[src/rtl/fsi_pkg.sv]
package fsi_pkg;
  localparam int unsigned COND_W  = 5;
  localparam int unsigned STAT_W  = 8;
  localparam int unsigned IDX_THM = 0;
  localparam int unsigned IDX_UV  = 1;
  localparam int unsigned IDX_OC  = 2;
  localparam int unsigned IDX_OFF = 3;
  localparam int unsigned IDX_PNG = 4;
  localparam logic [COND_W-1:0] IRQ_SRC_MASK =
    (COND_W'(1) << IDX_THM) | (COND_W'(1) << IDX_UV) | (COND_W'(1) << IDX_OC);
endpackage

[src/rtl/fsi_edge_detect.sv]
module fsi_edge_detect #(
  parameter int unsigned W = 1
) (
  input  logic         clk,
  input  logic         rst,
  input  logic         en_i,
  input  logic [W-1:0] level_i,
  output logic [W-1:0] rise_o
);
  logic [W-1:0] prev_q;

  always_ff @(posedge clk) begin
    if (rst) prev_q <= '0;
    else     prev_q <= level_i;
  end

  assign rise_o = en_i ? (level_i & ~prev_q) : '0;
endmodule

[src/rtl/fsi_irq_ctrl.sv]
module fsi_irq_ctrl #(
  parameter int unsigned COND_W = 5,
  parameter logic [COND_W-1:0] SRC_MASK = '1
) (
  input  logic              clk,
  input  logic              rst,
  input  logic [COND_W-1:0] cond_rise_i,
  input  logic              pwr_rise_i,
  input  logic              ack_i,
  output logic              irq_o
);
  logic irq_q;
  logic set_w;

  assign set_w = (|(cond_rise_i & SRC_MASK)) | pwr_rise_i;

  always_ff @(posedge clk) begin
    if (rst)        irq_q <= 1'b0;
    else if (set_w) irq_q <= 1'b1;
    else if (ack_i) irq_q <= 1'b0;
  end

  assign irq_o = irq_q;

  AST_IRQ_ACK_CLEARS: assert property (@(posedge clk) disable iff (rst)
    (ack_i && !set_w) |=> !irq_q);
  AST_IRQ_HELD: assert property (@(posedge clk) disable iff (rst)
    (irq_q && !ack_i) |=> irq_q);
  AST_SET_BEATS_ACK: assert property (@(posedge clk) disable iff (rst)
    (pwr_rise_i && ack_i) |=> irq_q);
endmodule

[src/rtl/fsi_status_latch.sv]
module fsi_status_latch #(
  parameter int unsigned COND_W = 5,
  parameter int unsigned STAT_W = 8,
  parameter int unsigned UV_IDX = 1
) (
  input  logic              clk,
  input  logic              rst,
  input  logic [COND_W-1:0] live_i,
  input  logic [COND_W-1:0] rise_i,
  input  logic              reload_i,
  input  logic              pwr_rise_i,
  output logic [STAT_W-1:0] status_o
);
  localparam int unsigned PAD_W = STAT_W - COND_W;

  logic [COND_W-1:0] pend_q;
  logic [COND_W-1:0] stat_q;

  always_ff @(posedge clk) begin
    if (rst) begin
      pend_q <= '0;
      stat_q <= '0;
    end else begin
      if (reload_i) pend_q <= '0;
      else          pend_q <= pend_q | rise_i;
      for (int i = 0; i < COND_W; i++) begin
        if (pwr_rise_i && (i == UV_IDX)) stat_q[i] <= 1'b1;
        else if (reload_i)               stat_q[i] <= live_i[i] | pend_q[i];
      end
    end
  end

  generate
    if (PAD_W > 0) begin : g_pad
      assign status_o = {{PAD_W{1'b0}}, stat_q};
    end else begin : g_nopad
      assign status_o = stat_q[STAT_W-1:0];
    end
  endgenerate

  AST_FROZEN_BETWEEN_READS: assert property (@(posedge clk) disable iff (rst)
    (!reload_i && !pwr_rise_i) |=> $stable(stat_q));
  AST_RELOAD_MERGE: assert property (@(posedge clk) disable iff (rst)
    (reload_i && !pwr_rise_i) |=> (stat_q == $past(live_i | pend_q)));
  AST_PEND_CLEARED: assert property (@(posedge clk) disable iff (rst)
    reload_i |=> (pend_q == '0));
  AST_UV_AT_POWERUP: assert property (@(posedge clk) disable iff (rst)
    pwr_rise_i |=> stat_q[UV_IDX]);
endmodule

[src/rtl/fault_status_irq.sv]
module fault_status_irq
  import fsi_pkg::*;
#(
  parameter int unsigned N_COND  = COND_W,
  parameter int unsigned N_STAT  = STAT_W,
  parameter int unsigned UV_BIT  = IDX_UV,
  parameter logic [N_COND-1:0] IRQ_MASK = IRQ_SRC_MASK
) (
  input  logic              clk,
  input  logic              rst,
  input  logic [N_COND-1:0] live_cond,
  input  logic              pwr_ready,
  input  logic              rd_addr_ack,
  input  logic              rd_done,
  output logic [N_STAT-1:0] status_byte,
  output logic              irq_pull_en
);
  logic [N_COND-1:0] cond_rise;
  logic              pwr_rise;

  fsi_edge_detect #(.W(N_COND)) u_cond_edge (
    .clk(clk), .rst(rst), .en_i(pwr_ready), .level_i(live_cond), .rise_o(cond_rise)
  );

  fsi_edge_detect #(.W(1)) u_pwr_edge (
    .clk(clk), .rst(rst), .en_i(1'b1), .level_i(pwr_ready), .rise_o(pwr_rise)
  );

  fsi_irq_ctrl #(.COND_W(N_COND), .SRC_MASK(IRQ_MASK)) u_irq (
    .clk(clk), .rst(rst), .cond_rise_i(cond_rise), .pwr_rise_i(pwr_rise),
    .ack_i(rd_addr_ack), .irq_o(irq_pull_en)
  );

  fsi_status_latch #(.COND_W(N_COND), .STAT_W(N_STAT), .UV_IDX(UV_BIT)) u_stat (
    .clk(clk), .rst(rst), .live_i(live_cond), .rise_i(cond_rise),
    .reload_i(rd_done), .pwr_rise_i(pwr_rise), .status_o(status_byte)
  );

  AST_IRQ_HAS_CAUSE: assert property (@(posedge clk) disable iff (rst)
    $rose(irq_pull_en) |-> $past((|(cond_rise & IRQ_MASK)) | pwr_rise));
  AST_GATED_WHEN_UNPOWERED: assert property (@(posedge clk) disable iff (rst)
    (!pwr_ready && !irq_pull_en && !pwr_rise) |=> !irq_pull_en);
endmodule

[config.mk]
export PLATFORM = sky130hd
export DESIGN_NAME = fault_status_irq
export DESIGN_NICKNAME = d
export VERILOG_FILES = /design/src/rtl/fsi_pkg.sv /design/src/rtl/fsi_edge_detect.sv /design/src/rtl/fsi_irq_ctrl.sv /design/src/rtl/fsi_status_latch.sv /design/src/rtl/fault_status_irq.sv
export SDC_FILE = /design/constraint.sdc
export NUM_CORES = 1
export LEC_CHECK = 0
export ABC_AREA = 1
export BUFFER_PORTS_ARGS = -buffer_cell sky130_fd_sc_hd__buf_4
export CAP_MARGIN = 10
export CELL_PAD_IN_SITES_DETAIL_PLACEMENT = 1
export CELL_PAD_IN_SITES_GLOBAL_PLACEMENT = 1
export CORE_MARGIN = 1.5
export CORE_UTILIZATION = 36
export CTS_CLUSTER_SIZE = 25
export DETAILED_ROUTE_END_ITERATION = 16
export HOLD_SLACK_MARGIN = 0.05
export PLACE_DENSITY_LB_ADDON = 0.2
export SETUP_SLACK_MARGIN = 0.4
export SYNTH_ARGS = -nofsm -noshare
export SYNTH_HDL_FRONTEND = slang
export SYNTH_SLANG_ARGS = --single-unit
[constraint.sdc]
create_clock -name clk -period 1.3 [get_ports clk]
set_clock_uncertainty 0.15 [all_clocks]
set_input_delay 0.195 -clock clk [delete_from_list [all_inputs] [get_ports clk]]
set_output_delay 0.195 -clock clk [all_outputs]
set_load 0.05 [all_outputs]
==> Word-level counts from Yosys, hierarchy flattened <==
Cells that the tools add are included.
{ "totals": {"reg_bits": 17, "input_bits": 10, "out_inout_bits": 9, "word_cells": 26} }
{ "op_classes": {"muxes": 5, "bitwise_logic": 11, "reduce_logical": 4} }
{ "ops": {"columns": ["op", "n"], "rows": [
  ["1-bit OR", 6],
  ["5-bit bitwise AND", 1],
  ["5-bit 2-to-1 mux", 1],
  ["5-bit inverter", 1],
  ["5-bit OR", 1],
  ["1-bit 2-to-1 mux", 4],
  ["2-bit nonzero test", 2],
  ["3-bit OR reduction", 1],
  ["2-bit OR reduction", 1],
  ["1-bit bitwise AND", 1],
  ["1-bit inverter", 1]
]} }

==> Longest topological paths before layout <==
Gate-level depths: netlist of run 1.
{ "logic_depth": {"ltp_word": 6, "depth_mapped": 5, "ltp_nobuf": 5} }

==> By module <==
From an unflattened synthesis of run 1, not the netlist that was laid out.
{ "hier_totals": {"hier_cells": 86, "hier_area_um2": 624.3} }
{ "by_module_without_submodules": {"columns": ["module", "instances", "cells_each", "area_per_inst_um2", "seq_area_each_um2"], "rows": [
  ["fsi_status_latch", 1, 46, 356.6, 200.2],
  ["fsi_edge_detect at u_cond_edge", 1, 25, 175.2, 100.1],
  ["fsi_irq_ctrl", 1, 9, 51.3, 20.0],
  ["fsi_edge_detect at u_pwr_edge", 1, 5, 37.5, 20.0],
  ["fault_status_irq", 1, 1, 3.8, 0.0]
]} }

==> Worst setup path before layout of run 1 <==
No wires, ideal clock.
{ "synth_timing": {"path_kind": "register -> register", "start": "register u_stat.stat_q[1] (netlist name)", "end": "register u_stat.stat_q[1]", "setup_ps": 70, "t_arrival_ps": 954, "required_time_ps": 1080, "path_slack_ps": 126, "stages_incl_launch_ff": 5, "path_buffers": 0, "period_less_slack_ps": 1174, "cell_sequence": "dfxtp_1 > inv_1 > o21ai_0 > inv_1 > a21oi_1"} }
{ "synth_lines": {"columns": ["element", "line", "text"], "rows": [
  ["end signal: indexed assignment", "fsi_status_latch.sv:28", "else if (reload_i) stat_q[i] <= live_i[i] | pend_q[i];"],
  ["end: declaration", "fsi_status_latch.sv:17", "logic [COND_W-1:0] stat_q;"]
]} }

==> Worst setup path in the final report of run 1 <==
{ "layout_timing": {"start": "register u_irq.irq_q (netlist: u_irq.irq_o)", "end": "output irq_pull_en"} }
{ "layout_lines": {"columns": ["element", "line", "text"], "rows": [
  ["start: declaration", "fsi_irq_ctrl.sv:12", "logic irq_q;"],
  ["start signal: assignment", "fsi_irq_ctrl.sv:18", "if (rst) irq_q <= 1'b0;"],
  ["start signal: assignment", "fsi_irq_ctrl.sv:19", "else if (set_w) irq_q <= 1'b1;"],
  ["start signal: assignment", "fsi_irq_ctrl.sv:20", "else if (ack_i) irq_q <= 1'b0;"],
  ["end: declaration", "fault_status_irq.sv:16", "output logic irq_pull_en"]
]} }
No word-level cell between the ends.

==> out/metrics.yaml, run 1 <==
core_sq_um: 1580
cts-root-buf: "clkbuf_4"
fin_setup_tns_ns: 0
worstHoldEndpoint: "u_stat.stat_q[1]"
netlist_top_cells_area: "dfxtp_1 (54%), inv_1 (9.5%), nor2_1 (8.3%), a21oi_1 (4.8%), o21ai_0 (4.8%)"
drc: 0
yosysTopAreaCell: "dfxtp_1"
die_w_um: 44.9
synthMuxAreaShare_pct: 0
htreeDepth: 1
nets: 106
clock.fmax_mhz: 874
clockBufferDepth: 2
path_clk_slew_ns: 0.10
final_hold_viol_count: 6
die_area_sq_um: 2010
status: "finished, violations left"
grt_use_met1_pct: 19.2
ys_seq_area_share_pct: 54.0
period_share_pct: 88.1
yosysWarnings: 0
path_buf_inv: 1
dr_total_vias: 530
grt_overflow_total: 0
grt_busiest_layer: "met2"
setup_viol: 0
pre_cts_ws_ns: 0.321
grt_pass1_wl_um: 2480
endpoint_kind: "output pin"
clock_latency_ns: 0.29
synthAdderAreaFrac_pct: 0
power_leakage_nw: 0.413
avgSynthCellArea_sq_um: 8.19
drv_slew: 0
synth_top_area_share_pct: 54.0
initial_utilization_pct: 40.0
path_class: "register to output pin"
cts_setup_buffers: 0
synth_edf_count: 0
worst-path-stages: 1
io_pins: 19
r2r_end: "u_stat.stat_q[1]"
start_kind: "register"
fillers: 190
crit_fanout: 2
ant_nets: 0
port_buffers: 15
syn_inst: 77
crit_chain: "buf_8"
cp.required_ns: 0.95
rows: 14
drive_gt1_share_pct: 35.8
multiInputGateArea_sq_um: 218
die_h_um: 44.9
ys_seq_elements: 17
drv_cap: 0
cts_sinks: 17
viasPerCell: 4.77
fin_ws_ns: 0.155
diodes: 0
routabilityCongestion: 0.666
violations: "hold timing"
ys_async_sr_fraction_pct: 0
grt_pass1_vias: 562
power_density_nw_per_um2: 1240
crit_arrival_ns: 0.80
cp_slowest_stage_delay_ns: 0.37
synthFlopType: "dfxtp_1"
power_mw: 1.07
min_from: "rst"
numCtsBuffers: 3
r2r_start: "u_stat.stat_q[1]"
cp_top_family: "flip-flops"
seq_area_sq_um: 359
hold_buffers: 2
grt_max_degree: 12
crit_slowest_cell: "dfxtp_4"
synth-simple-area-share_pct: 18.3
rsz0062_at_grt: "yes"
synth_top_family_by_area: "simple AND/OR/NAND/NOR gates"
post-route-util_pct: 54.8
drt_iter0_markers: 1
syn_to_final_growth_pct: 37.1
grt_use_total_pct: 17.7
fin_crit_ns: 1.14
synth_most_common_cell: "dfxtp_1"
vdd_drop_max_v: 0.000791
reg2reg_slack_ns: 0.41
finalWirelength_um: 1360
cts_tree: "done"
synth-compound-area-share_pct: 11.5
whs_path_depth: 2
synth.top_cells.by_count: "dfxtp_1 (17), inv_1 (16), nor2_1 (14)"
synth_xor_area_share_pct: 0
dr.pass1.iters: 3
wl_per_cell_um: 12.3
dp_hpwl_um: 928
use_met3_pct: 6.40
syn-cell-area_sq_um: 631
synth_cell_types: 15
worst_r2r_path_depth: 4
grt_use_met2_pct: 31.3
dpl.cell_count: 105
grt_antenna_before_repair: 0
stdcell_count: 111
hold_slack_ns: -0.0177
hold_path.class: "input port to register"
area by class of cell:
| class | count | share of cell area [%] |
|---|---|---|
| Multi-Input combinational cell | 41 | 25.2 |
| Sequential cell | 17 | 41.5 |
| Tap cell | 16 | 2.32 |
| Inverter | 16 | 6.95 |
| Clock buffer | 3 | 2.60 |
| Timing Repair Buffer | 17 | 20.8 |
| Clock inverter | 1 | 0.579 |
report_power, final:
part,total [mW],switching (mW),internal [mW]
combinational,0.217,0.131,0.0863
clock,0.291,0.176,0.114
sequential,0.567,0.0169,0.550
repair_timing:
item / in CTS / in global routing
endpoints found under the setup margin: 8 / 10
pin swaps: 0 / 1
endpoints found under the hold margin: 13 / 14
gates resized for setup: 12 / 8
cell usage in the layout (no fill, tap or decap), types with 2 or more instances in the layout:
master and n:
inv_1 16, nor2_1 13, dfxtp_1 10, buf_4 9, buf_8 6, o21ai_0 5, a21oi_1 5, dfxtp_4 4
conb_1 3, clkbuf_4 3, dfxtp_2 3, a31oi_1 2, nor3_2 2, nand2_1 2, nand3_2 2
metrics by stage:
stage	hold WS, ns	instance area, sq um
after floorplan	0.152	656
after global placement	0.265	749
after detailed placement	0.278	749
after CTS	-0.0194	840
after global routing	-0.0231	865
final	-0.0177	865
sequential cells by signal, summed over array words and instances (netlist names):
| register | count |
|---|---|
| u_irq.irq_o | 1 |
| u_pwr_edge.prev_q | 1 |
| u_cond_edge.prev_q | 5 |
| u_stat.pend_q | 5 |
| u_stat.stat_q | 5 |
worst max path at each step:
stage,startpoint,slack (ns),to
floorplan,u_stat.stat_q[1],0.28,u_stat.stat_q[1]
global placement,rst,0.36,u_stat.pend_q[2]
detailed placement,rst,0.32,u_stat.pend_q[1]
CTS,u_stat.stat_q[0],0.15,status_byte[0]
global route,u_irq.irq_o,0.12,irq_pull_en
finish,u_irq.irq_o,0.16,irq_pull_en
cell families (layout without fill, tap and decap cells):
logic type	after synthesis	in the layout
other	1	3
buffers and inverters	21	37
AND/OR/NAND/NOR	24	24
flip-flops	17	17
AO/OA/AOI/OAI	14	14
metal layers:
layer / wire length [um] / up-vias
met5: 0 / -
met4: 15 / 0
met3: 74 / 2
met2: 696 / 16
met1: 577 / 244
li1: - / 268
(Power assumes the default switching activity.)
==> run 2, diff against run 1 <==
==> constraint.sdc (replaced) <==
create_clock -name clk -period 1.43 [get_ports clk]
set_clock_uncertainty 0.15 [all_clocks]
set_input_delay 0.2145 -clock clk [delete_from_list [all_inputs] [get_ports clk]]
set_output_delay 0.2145 -clock clk [all_outputs]
set_load 0.05 [all_outputs]
==> out/metrics.yaml, run 2 (synthesis gave the netlist of run 1 again) <==
grt_use_met1_pct: 22.3
fin_crit_ns: 1.16
postPlaceCellArea_sq_um: 739
grt_overflow_total: 0
dr_total_vias: 545
drt_iter0_markers: 3
ant_nets: 0
nets: 112
sw_frac_of_total_pct: 29.3
r2r_start: "u_cond_edge.prev_q[2]"
final_cell_mix: "inv_1 (15), nor2_1 (14), dfxtp_1 (11), buf_4 (9)"
startpoint: "u_stat.stat_q[1]"
core_sq_um: 1580
worst_r2r_path_depth: 5
drv_cap: 0
cp_slowest_stage_delay_ns: 0.36
die_area_sq_um: 2010
status: "completed"
drc: 0
stdcell_count: 117
viasPerCell: 4.66
hold_slack_ns: 0.0717
power_uw: 979
htreeDepth: 1
cts_setup_buffers: 0
crit_fanout: 2
switching_power_uw: 287
hold_path.class: "input port to register"
grt_use_met2_pct: 28.4
vdd_drop_max_v: 0.000791
final_cell_area_sq_um: 893
drv_slew: 0
dpl.cell_count: 105
path_class: "register to output pin"
period_share_pct: 81.3
cts-root-buf: "clkbuf_4"
crit_chain: "buf_8"
final_hold_viol_count: 0
numCtsBuffers: 3
start_kind: "register"
grt_pass1_wl_um: 2510
path_clk_slew_ns: 0.10
rsz0062_at_grt: "yes"
reg2reg_slack_ns: 0.49
drive_gt1_share_pct: 28.7
initial_utilization_pct: 40.0
seq_power_share_pct: 52.8
grt_pass1_vias: 602
clockBufferDepth: 2
grt_use_total_pct: 17.4
crit_end: "status_byte[1]"
final_common_cell: "inv_1"
port_buffers: 15
diodes: 0
fin_setup_tns_ns: 0
power_leakage_nw: 0.438
wl_per_cell_um: 12.2
p_int_uw: 692
setup_viol: 0
die_h_um: 44.9
dp_hpwl_um: 987
finalWirelength_um: 1430
worst-path-stages: 1
grt_antenna_before_repair: 0
io_pins: 19
endpoint_kind: "output pin"
rows: 14
r2r_end: "u_irq.irq_o"
routabilityCongestion: 0.747
reg_top3: "u_cond_edge.prev_q: 5 flops, u_stat.pend_q: 5 flops, u_stat.stat_q: 5 flops"
use_met3_pct: 2.40
die_w_um: 44.9
p_clk_share_pct: 26.3
dr.pass1.iters: 2
cp_top_family: "flip-flops"
path_buf_inv: 1
cp.required_ns: 1.07
cts_sinks: 17
crit_slowest_cell: "dfxtp_2"
grt_busiest_layer: "met2"
clock_latency_ns: 0.29
clock.fmax_mhz: 861
cts_tree: "done"
power_density_nw_per_um2: 1100
combPwrFrac_pct: 20.9
syn_to_final_growth_pct: 41.7
grt_max_degree: 11
crit_arrival_ns: 0.80
==> run 2: cell types whose count changed in the layout (fill, tap and decap cells not counted), moves of 2 or more <==
cell	previous run	this run
dfxtp_2	3	6
dfxtp_4	4	0
dlygate4sd3_1	1	6
nand3_1	1	3
nand3_2	2	0
==> run 2: timing repair <==
item                                   in CTS  in global routing
endpoints found under the hold margin      12                  0
gates resized for setup                     8                  7
pin swaps                                   0                  0
hold buffers                                8                  0
setup endpoints to repair                   6                 17
==> run 2: worst min path at each step <==
| stage | startpoint | endpoint | slack (ns) | cells past startpoint |
|---|---|---|---|---|
| 2_1_floorplan | live_cond[1] | u_cond_edge.prev_q[1] | 0.17 | 2 |
| 3_3_place_gp | live_cond[4] | u_cond_edge.prev_q[4] | 0.29 | 3 |
| 3_5_place_dp | u_stat.pend_q[1] | u_stat.pend_q[1] | 0.29 | 2 |
| 4_1_cts | live_cond[3] | u_stat.stat_q[3] | 0.07 | 3 |
| 5_1_grt | live_cond[3] | u_stat.stat_q[3] | 0.07 | 3 |
| 6_report | live_cond[3] | u_stat.stat_q[3] | 0.07 | 3 |
==> run 2: cell type report <==
type / count / area [sq um]
inverter: 16 / 60.1
tap: 16 / 20.0
clock buffer: 3 / 22.5
multi-input combinational: 41 / 199
timing repair buffer: 23 / 239
fill: 196 / 683
clock inverter: 1 / 5.00
sequential: 17 / 348
==> run 2: per-layer routing <==
metal / vias to the layer above / wire, um
li1: 276 / -
met1: 254 / 676
met2: 13 / 685
met3: 2 / 41
met4: 0 / 27
met5: - / 0
==> run 2: per-stage QoR <==
| step | util [%] | setup slack, ns |
|---|---|---|
| CTS | 55.6 | 0.257 |
| global placement | 46.9 | 0.410 |
| global route | 56.7 | 0.233 |
| floorplan | - | 0.408 |
| finish | 56.7 | 0.268 |
| detailed placement | 46.9 | 0.383 |
==> run 2: power groups by stage <==
stage | clock network [mW] | logic (mW) | registers (mW)
floorplan | 0 | 0.0767 | 0.568
global placement | 0 | 0.167 | 0.523
detailed placement | 0 | 0.169 | 0.524
CTS | 0.266 | 0.198 | 0.516
global route | 0.287 | 0.221 | 0.521
finish | 0.257 | 0.204 | 0.518
